## config.mk

```make
export PLATFORM = sky130hd
export DESIGN_NAME = fp_csel_unit
export DESIGN_NICKNAME = d
export VERILOG_FILES = /design/src/rtl/fpcs_pkg.sv /design/src/rtl/fpcs_decode.sv /design/src/rtl/fpcs_cond_eval.sv /design/src/rtl/fpcs_lane_mux.sv /design/src/rtl/fp_csel_unit.sv
export SDC_FILE = /design/constraint.sdc
export NUM_CORES = 1
export LEC_CHECK = 0
export CAP_MARGIN = 20
export CORE_MARGIN = 5
export CORE_UTILIZATION = 42
export CTS_BUF_LIST = sky130_fd_sc_hd__clkbuf_4
export CTS_CLUSTER_DIAMETER = 120
export DETAILED_ROUTE_END_ITERATION = 12
export HOLD_SLACK_MARGIN = 0.06
export PLACE_DENSITY_LB_ADDON = 0.3
export SLEW_MARGIN = 20
export SYNTH_ARGS = -nofsm -noshare
export SYNTH_HDL_FRONTEND = slang
export SYNTH_SLANG_ARGS = --single-unit
```

## constraint.sdc

```tcl
create_clock -name clk -period 1.67 [get_ports clk]
set_clock_uncertainty 0.05 [all_clocks]
set_input_delay 0.334 -clock clk [delete_from_list [all_inputs] [get_ports clk]]
set_output_delay 0.334 -clock clk [all_outputs]
set_load 0.03 [all_outputs]
```

## src/rtl/fpcs_pkg.sv

```systemverilog
package fpcs_pkg;

  localparam int unsigned WORD_W  = 32;
  localparam int unsigned FIELD_W = 4;
  localparam int unsigned IDX_W   = FIELD_W + 2;
  localparam int unsigned LANES   = 2;

  // flag vector layout {N,Z,C,V}
  localparam int unsigned FLAG_N = 3;
  localparam int unsigned FLAG_Z = 2;
  localparam int unsigned FLAG_C = 1;
  localparam int unsigned FLAG_V = 0;

  // 2-bit condition field codes
  typedef enum logic [1:0] {
    SEL_EQ = 2'd0,
    SEL_VS = 2'd1,
    SEL_GE = 2'd2,
    SEL_GT = 2'd3
  } sel_cond_e;

  typedef struct packed {
    logic             hit;
    logic             dbl;
    sel_cond_e        cond;
    logic [IDX_W-1:0] rd;
    logic [IDX_W-1:0] rn;
    logic [IDX_W-1:0] rm;
  } dec_t;

  // Index formation: single = {0, field, extra}; double = {extra, field, 0}
  function automatic logic [IDX_W-1:0] make_idx(input logic [FIELD_W-1:0] fld,
                                                input logic ext,
                                                input logic dbl);
    logic [IDX_W-1:0] r;
    if (dbl) r = {ext, fld, 1'b0};
    else     r = {1'b0, fld, ext};
    return r;
  endfunction

endpackage

```

## src/rtl/fpcs_decode.sv

```systemverilog
module fpcs_decode
  import fpcs_pkg::*;
(
  input  logic [WORD_W-1:0] insn,
  output dec_t              dec
);
  localparam logic [7:0] TOP_TAG  = 8'hFE;
  localparam logic [2:0] MID_TAG  = 3'b101;

  logic top_ok;
  logic mid_ok;
  logic zero_ok;

  always_comb begin
    top_ok  = (insn[31:24] == TOP_TAG);
    mid_ok  = (insn[11:9] == MID_TAG);
    zero_ok = ~insn[23] & ~insn[6] & ~insn[4];
  end

  always_comb begin
    dec.hit  = top_ok & mid_ok & zero_ok;
    dec.dbl  = insn[8];
    dec.cond = sel_cond_e'(insn[21:20]);
    dec.rd   = make_idx(insn[15:12], insn[22], insn[8]);
    dec.rn   = make_idx(insn[19:16], insn[7],  insn[8]);
    dec.rm   = make_idx(insn[3:0],   insn[5],  insn[8]);
  end

endmodule

```

## src/rtl/fpcs_cond_eval.sv

```systemverilog
module fpcs_cond_eval
  import fpcs_pkg::*;
(
  input  sel_cond_e  cond,
  input  logic [3:0] flags,
  output logic       take_n
);
  logic n_f, z_f, v_f;
  logic unused_carry;

  always_comb begin
    n_f = flags[FLAG_N];
    z_f = flags[FLAG_Z];
    v_f = flags[FLAG_V];
    unused_carry = flags[FLAG_C];
  end

  always_comb begin
    unique case (cond)
      SEL_EQ:  take_n = z_f;
      SEL_VS:  take_n = v_f;
      SEL_GE:  take_n = (n_f == v_f);
      SEL_GT:  take_n = ~z_f & (n_f == v_f);
      default: take_n = 1'b0;
    endcase
  end

endmodule

```

## src/rtl/fpcs_lane_mux.sv

```systemverilog
module fpcs_lane_mux #(
  parameter int unsigned LANE_W = 32,
  parameter int unsigned NLANE  = 2
) (
  input  logic                    take_n,
  input  logic [NLANE-1:0]        lane_en,
  input  logic [NLANE*LANE_W-1:0] src_n,
  input  logic [NLANE*LANE_W-1:0] src_m,
  output logic [NLANE*LANE_W-1:0] dst
);
  for (genvar g = 0; g < NLANE; g++) begin : g_lane
    logic [LANE_W-1:0] pick;
    always_comb begin
      pick = take_n ? src_n[g*LANE_W +: LANE_W] : src_m[g*LANE_W +: LANE_W];
      dst[g*LANE_W +: LANE_W] = lane_en[g] ? pick : '0;
    end
  end
endmodule

```

## src/rtl/fp_csel_unit.sv

```systemverilog
module fp_csel_unit
  import fpcs_pkg::*;
(
  input  logic              clk,
  input  logic              rst_n,
  input  logic              in_valid,
  input  logic [WORD_W-1:0] insn,
  input  logic [3:0]        flags,
  input  logic [WORD_W-1:0] opn_lo,
  input  logic [WORD_W-1:0] opn_hi,
  input  logic [WORD_W-1:0] opm_lo,
  input  logic [WORD_W-1:0] opm_hi,
  output logic              out_valid,
  output logic              out_undef,
  output logic              out_dbl,
  output logic [IDX_W-1:0]  rd_idx,
  output logic [IDX_W-1:0]  rn_idx,
  output logic [IDX_W-1:0]  rm_idx,
  output logic [WORD_W-1:0] res_lo,
  output logic [WORD_W-1:0] res_hi
);
  localparam int unsigned DATA_W = LANES * WORD_W;

  dec_t              dec;
  logic              take_n;
  logic [LANES-1:0]  lane_en;
  logic [DATA_W-1:0] sel_data;

  fpcs_decode u_dec (
    .insn (insn),
    .dec  (dec)
  );

  fpcs_cond_eval u_cond (
    .cond   (dec.cond),
    .flags  (flags),
    .take_n (take_n)
  );

  always_comb begin
    lane_en    = '0;
    lane_en[0] = 1'b1;
    for (int i = 1; i < LANES; i++) lane_en[i] = dec.dbl;
  end

  fpcs_lane_mux #(.LANE_W(WORD_W), .NLANE(LANES)) u_mux (
    .take_n  (take_n),
    .lane_en (lane_en),
    .src_n   ({opn_hi, opn_lo}),
    .src_m   ({opm_hi, opm_lo}),
    .dst     (sel_data)
  );

  // next state
  logic              accept;
  logic              nxt_valid, nxt_undef;
  logic              nxt_dbl;
  logic [IDX_W-1:0]  nxt_rd, nxt_rn, nxt_rm;
  logic [DATA_W-1:0] nxt_res;
  logic [DATA_W-1:0] res_q;

  always_comb begin
    accept    = in_valid & dec.hit;
    nxt_valid = accept;
    nxt_undef = in_valid & ~dec.hit;
    nxt_dbl   = dec.dbl;
    nxt_rd    = dec.rd;
    nxt_rn    = dec.rn;
    nxt_rm    = dec.rm;
    nxt_res   = sel_data;
  end

  // strobes
  always_ff @(posedge clk or negedge rst_n) begin
    if (!rst_n) begin
      out_valid <= 1'b0;
      out_undef <= 1'b0;
    end else begin
      out_valid <= nxt_valid;
      out_undef <= nxt_undef;
    end
  end

  // payload, enabled only by an accepted word
  always_ff @(posedge clk or negedge rst_n) begin
    if (!rst_n) begin
      out_dbl <= 1'b0;
      rd_idx  <= '0;
      rn_idx  <= '0;
      rm_idx  <= '0;
      res_q   <= '0;
    end else if (accept) begin
      out_dbl <= nxt_dbl;
      rd_idx  <= nxt_rd;
      rn_idx  <= nxt_rn;
      rm_idx  <= nxt_rm;
      res_q   <= nxt_res;
    end
  end

  always_comb begin
    res_lo = res_q[0 +: WORD_W];
    res_hi = res_q[WORD_W +: WORD_W];
  end

endmodule

```

==> flow_summary.toml <==
[setup_path]
rrSetupSlack_ns = 0.79
required_ns = 1.92
critPathMaxFanout = 7
worstSetupPathType = "in -> reg"
end_kind = "register"
cp-start-kind = "primary input"
r2r_end = "res_q[18]"
r2r_start = "res_q[18]"
critPathArrivalTime_ns = 2.08
rr_worst_depth = 1

[drt]
drt_iter0_drc = 129
vias = 3558
drt.antenna.violating_nets = 0
wl_um = 15900
first_pass_iters = 4
drc = 0
wl_per_cell_um = 22.8
via_per_inst = 5.10

[placed_design]
preCtsSetupSlack_ns = -0.752
dp.cells = 659
gp_congestion = 0.786
dpl-instance-area_um2 = 6970
hpwl_um = 9930
io_buffer_count = 250

[clock_tree]
htreeDepth = 3
clk_pin_slew_ns = 0.16
clock_sinks = 85
root_buffer = "clkbuf_4"
cts_buffer_depth = 2
numCtsBuffers = 9
cts_tree = "yes"
insertion_delay_ns = 0.40

[cells_and_area]
area_delta_synth_final_pct = 90.1
fin_nets = 726
diodes = 0
fill_cells = 560
fin_cells = 697
final_util_pct = 82.0
stdcell_area_um2 = 8010
regArea_um2 = 2130
multi_input_area_um2 = 2440
drive_gt1_share_pct = 37.1

[power_and_ir_drop]
peakVddDrop_v = 0.000497
power_density_nw_per_um2 = 565
power_mw = 4.53
leakagePower_nw = 3.76

[synth]
synthCells = 273
ys_async_sr_fraction_pct = 100
ys_ff_latch = 85
synth_area_leaders = "dfrtp_1 (50%), mux2_4 (15%), mux2_2 (9.1%)"
synth_top_flop_cell = "dfrtp_1"
synthesis.area_um2 = 4220
yosysUniqueCellTypes = 27
synth_edf_count = 0
netlist.area_leader.share_pct = 50.4
syn_avg_cell_area_um2 = 15.4
yosysWarnings = 0
yosys.area.top_type = "dfrtp_1"
seq_area_frac_synth_pct = 50.4
synth_fp_nets = 440

[global_routing]
met3_usage_pct = 4.78
first_global_vias = 3915
antenna_found_initial = 0
met2_usage_pct = 43.7
grt_use_total_pct = 24.2
grt_max_degree = 44
grt_util_met1_pct = 27.7
busiest_layer = "met2"
overflow = 0
grt_pass1_wl_um = 21800

[outcome]
status = "finished with violations"
violations = "setup timing"

[timing]
setup_violations = 80
rsz0062_at_grt = "yes"
slew_headroom_pct = 50.6
slew_violations = 0
worstMarginPinSlew_ns = 0.741
max_freq_mhz = 548
fin_crit_sh_pct = 109
fin_ws_ns = -0.154
timing.final.hold_violations = 0
period_needed_ns = 1.82

[floorplan]
io_pins = 252
fp.dieW_um = 110
fp-row-count = 36
coreArea_um2 = 9770
die_h_um = 110
start_util_pct = 43.1
dieArea_um2 = 12100

[flow_run]
cap_violations = 0

[hold_path]
hold_class = "in -> async"
==> power breakdown <==
group / switching, mW / internal, mW / leakage [nW]
clock network: 0.758 / 0.613 / 0.0806
registers: 0.00213 / 2.06 / 1.16
logic: 0.386 / 0.706 / 2.52
total: 1.15 / 3.38 / 3.76
==> cell usage in the layout, fill, tap and decap left out, drive strengths merged, types with 5 or more instances in the layout <==
cell	instances
clkdlybuf4s50	151
dfrtp	85
mux2	79
dlygate4sd2	51
buf	45
mux2i	35
o2bb2ai	32
clkbuf	25
clkdlybuf4s15	23
inv	6
nand2	5
==> per-layer routing <==
layer,vias up,share of wire [%]
li1,1595,-
met1,1776,37
met2,148,54
met3,39,5.6
met4,0,3.6
met5,-,0
==> per-stage QoR <==
stage,setup TNS (ns),hold slack [ns]
3_5_place_dp,-58.26,0.290
3_3_place_gp,-56.40,0.284
4_1_cts,-6.99,0.354
6_report,-7.20,0.364
2_1_floorplan,-15.18,-0.0116
5_1_grt,-9.03,0.384
==> sequential cells by signal (all words and copies together) (netlist names) <==
| name | cells |
|---|---|
| rm_idx | 6 |
| res_q | 64 |
| rn_idx | 6 |
| out_valid | 1 |
| out_undef | 1 |
| rd_idx | 6 |
| out_dbl | 1 |
==> critical path: stages <==
cell and delay, ns:
buf_6 0.09, or4b_4 0.53, nor4_4 0.36, nand2_4 0.12
clkinv_8 0.10, buf_12 0.13, buf_12 0.12, mux2_4 0.29
==> worst max path at each step <==
stage                            to  depth (start not counted)  slack (ns)  startpoint
after detailed placement  res_q[14]                          6       -0.75    flags[0]
after CTS                 res_q[13]                          8       -0.17    insn[23]
after global placement    rd_idx[0]                          7       -0.73    insn[10]
after floorplan           rd_idx[1]                          6       -0.30    insn[10]
final                     res_q[29]                          8       -0.15    insn[10]
after global routing      res_q[19]                          8       -0.17    insn[10]
==> what timing repair did <==
item                                   CTS  global route
pin swaps                               24            10
endpoints found under the hold margin   85             0
setup buffers                           13             3
gates cloned                            11             0
resized for setup                      185            90
hold buffers                             1             0
setup endpoints to repair              168           111
==> cell usage after synthesis (2+ instances only) <==
| cell type | n |
|---|---|
| inv_1 | 4 |
| mux2_1 | 2 |
| buf_12 | 5 |
| mux2_2 | 34 |
| o2bb2ai_1 | 32 |
| nand4b_1 | 2 |
| buf_8 | 3 |
| nand2_1 | 4 |
| nor2b_1 | 4 |
| dfrtp_1 | 85 |
| mux2_4 | 43 |
| buf_4 | 2 |
| clkbuf_1 | 5 |
| mux2i_1 | 35 |
==> area by class of cell <==
type,count,share of cell area [%]
timing repair buffer,292,38.5
multi-input combinational,166,30.4
sequential,85,26.5
tap,133,2.08
clock inverter,7,1.20
clock buffer,9,0.843
inverter,5,0.390
==> cells by family after synthesis <==
group | synth area share (%)
buf+inv | 5.37
mux | 33.2
xor+xnor | 0.208
compound gates | 7.57
simple gates | 3.17
flops | 50.4
No activity file was read; power rests on OpenSTA's default activity.
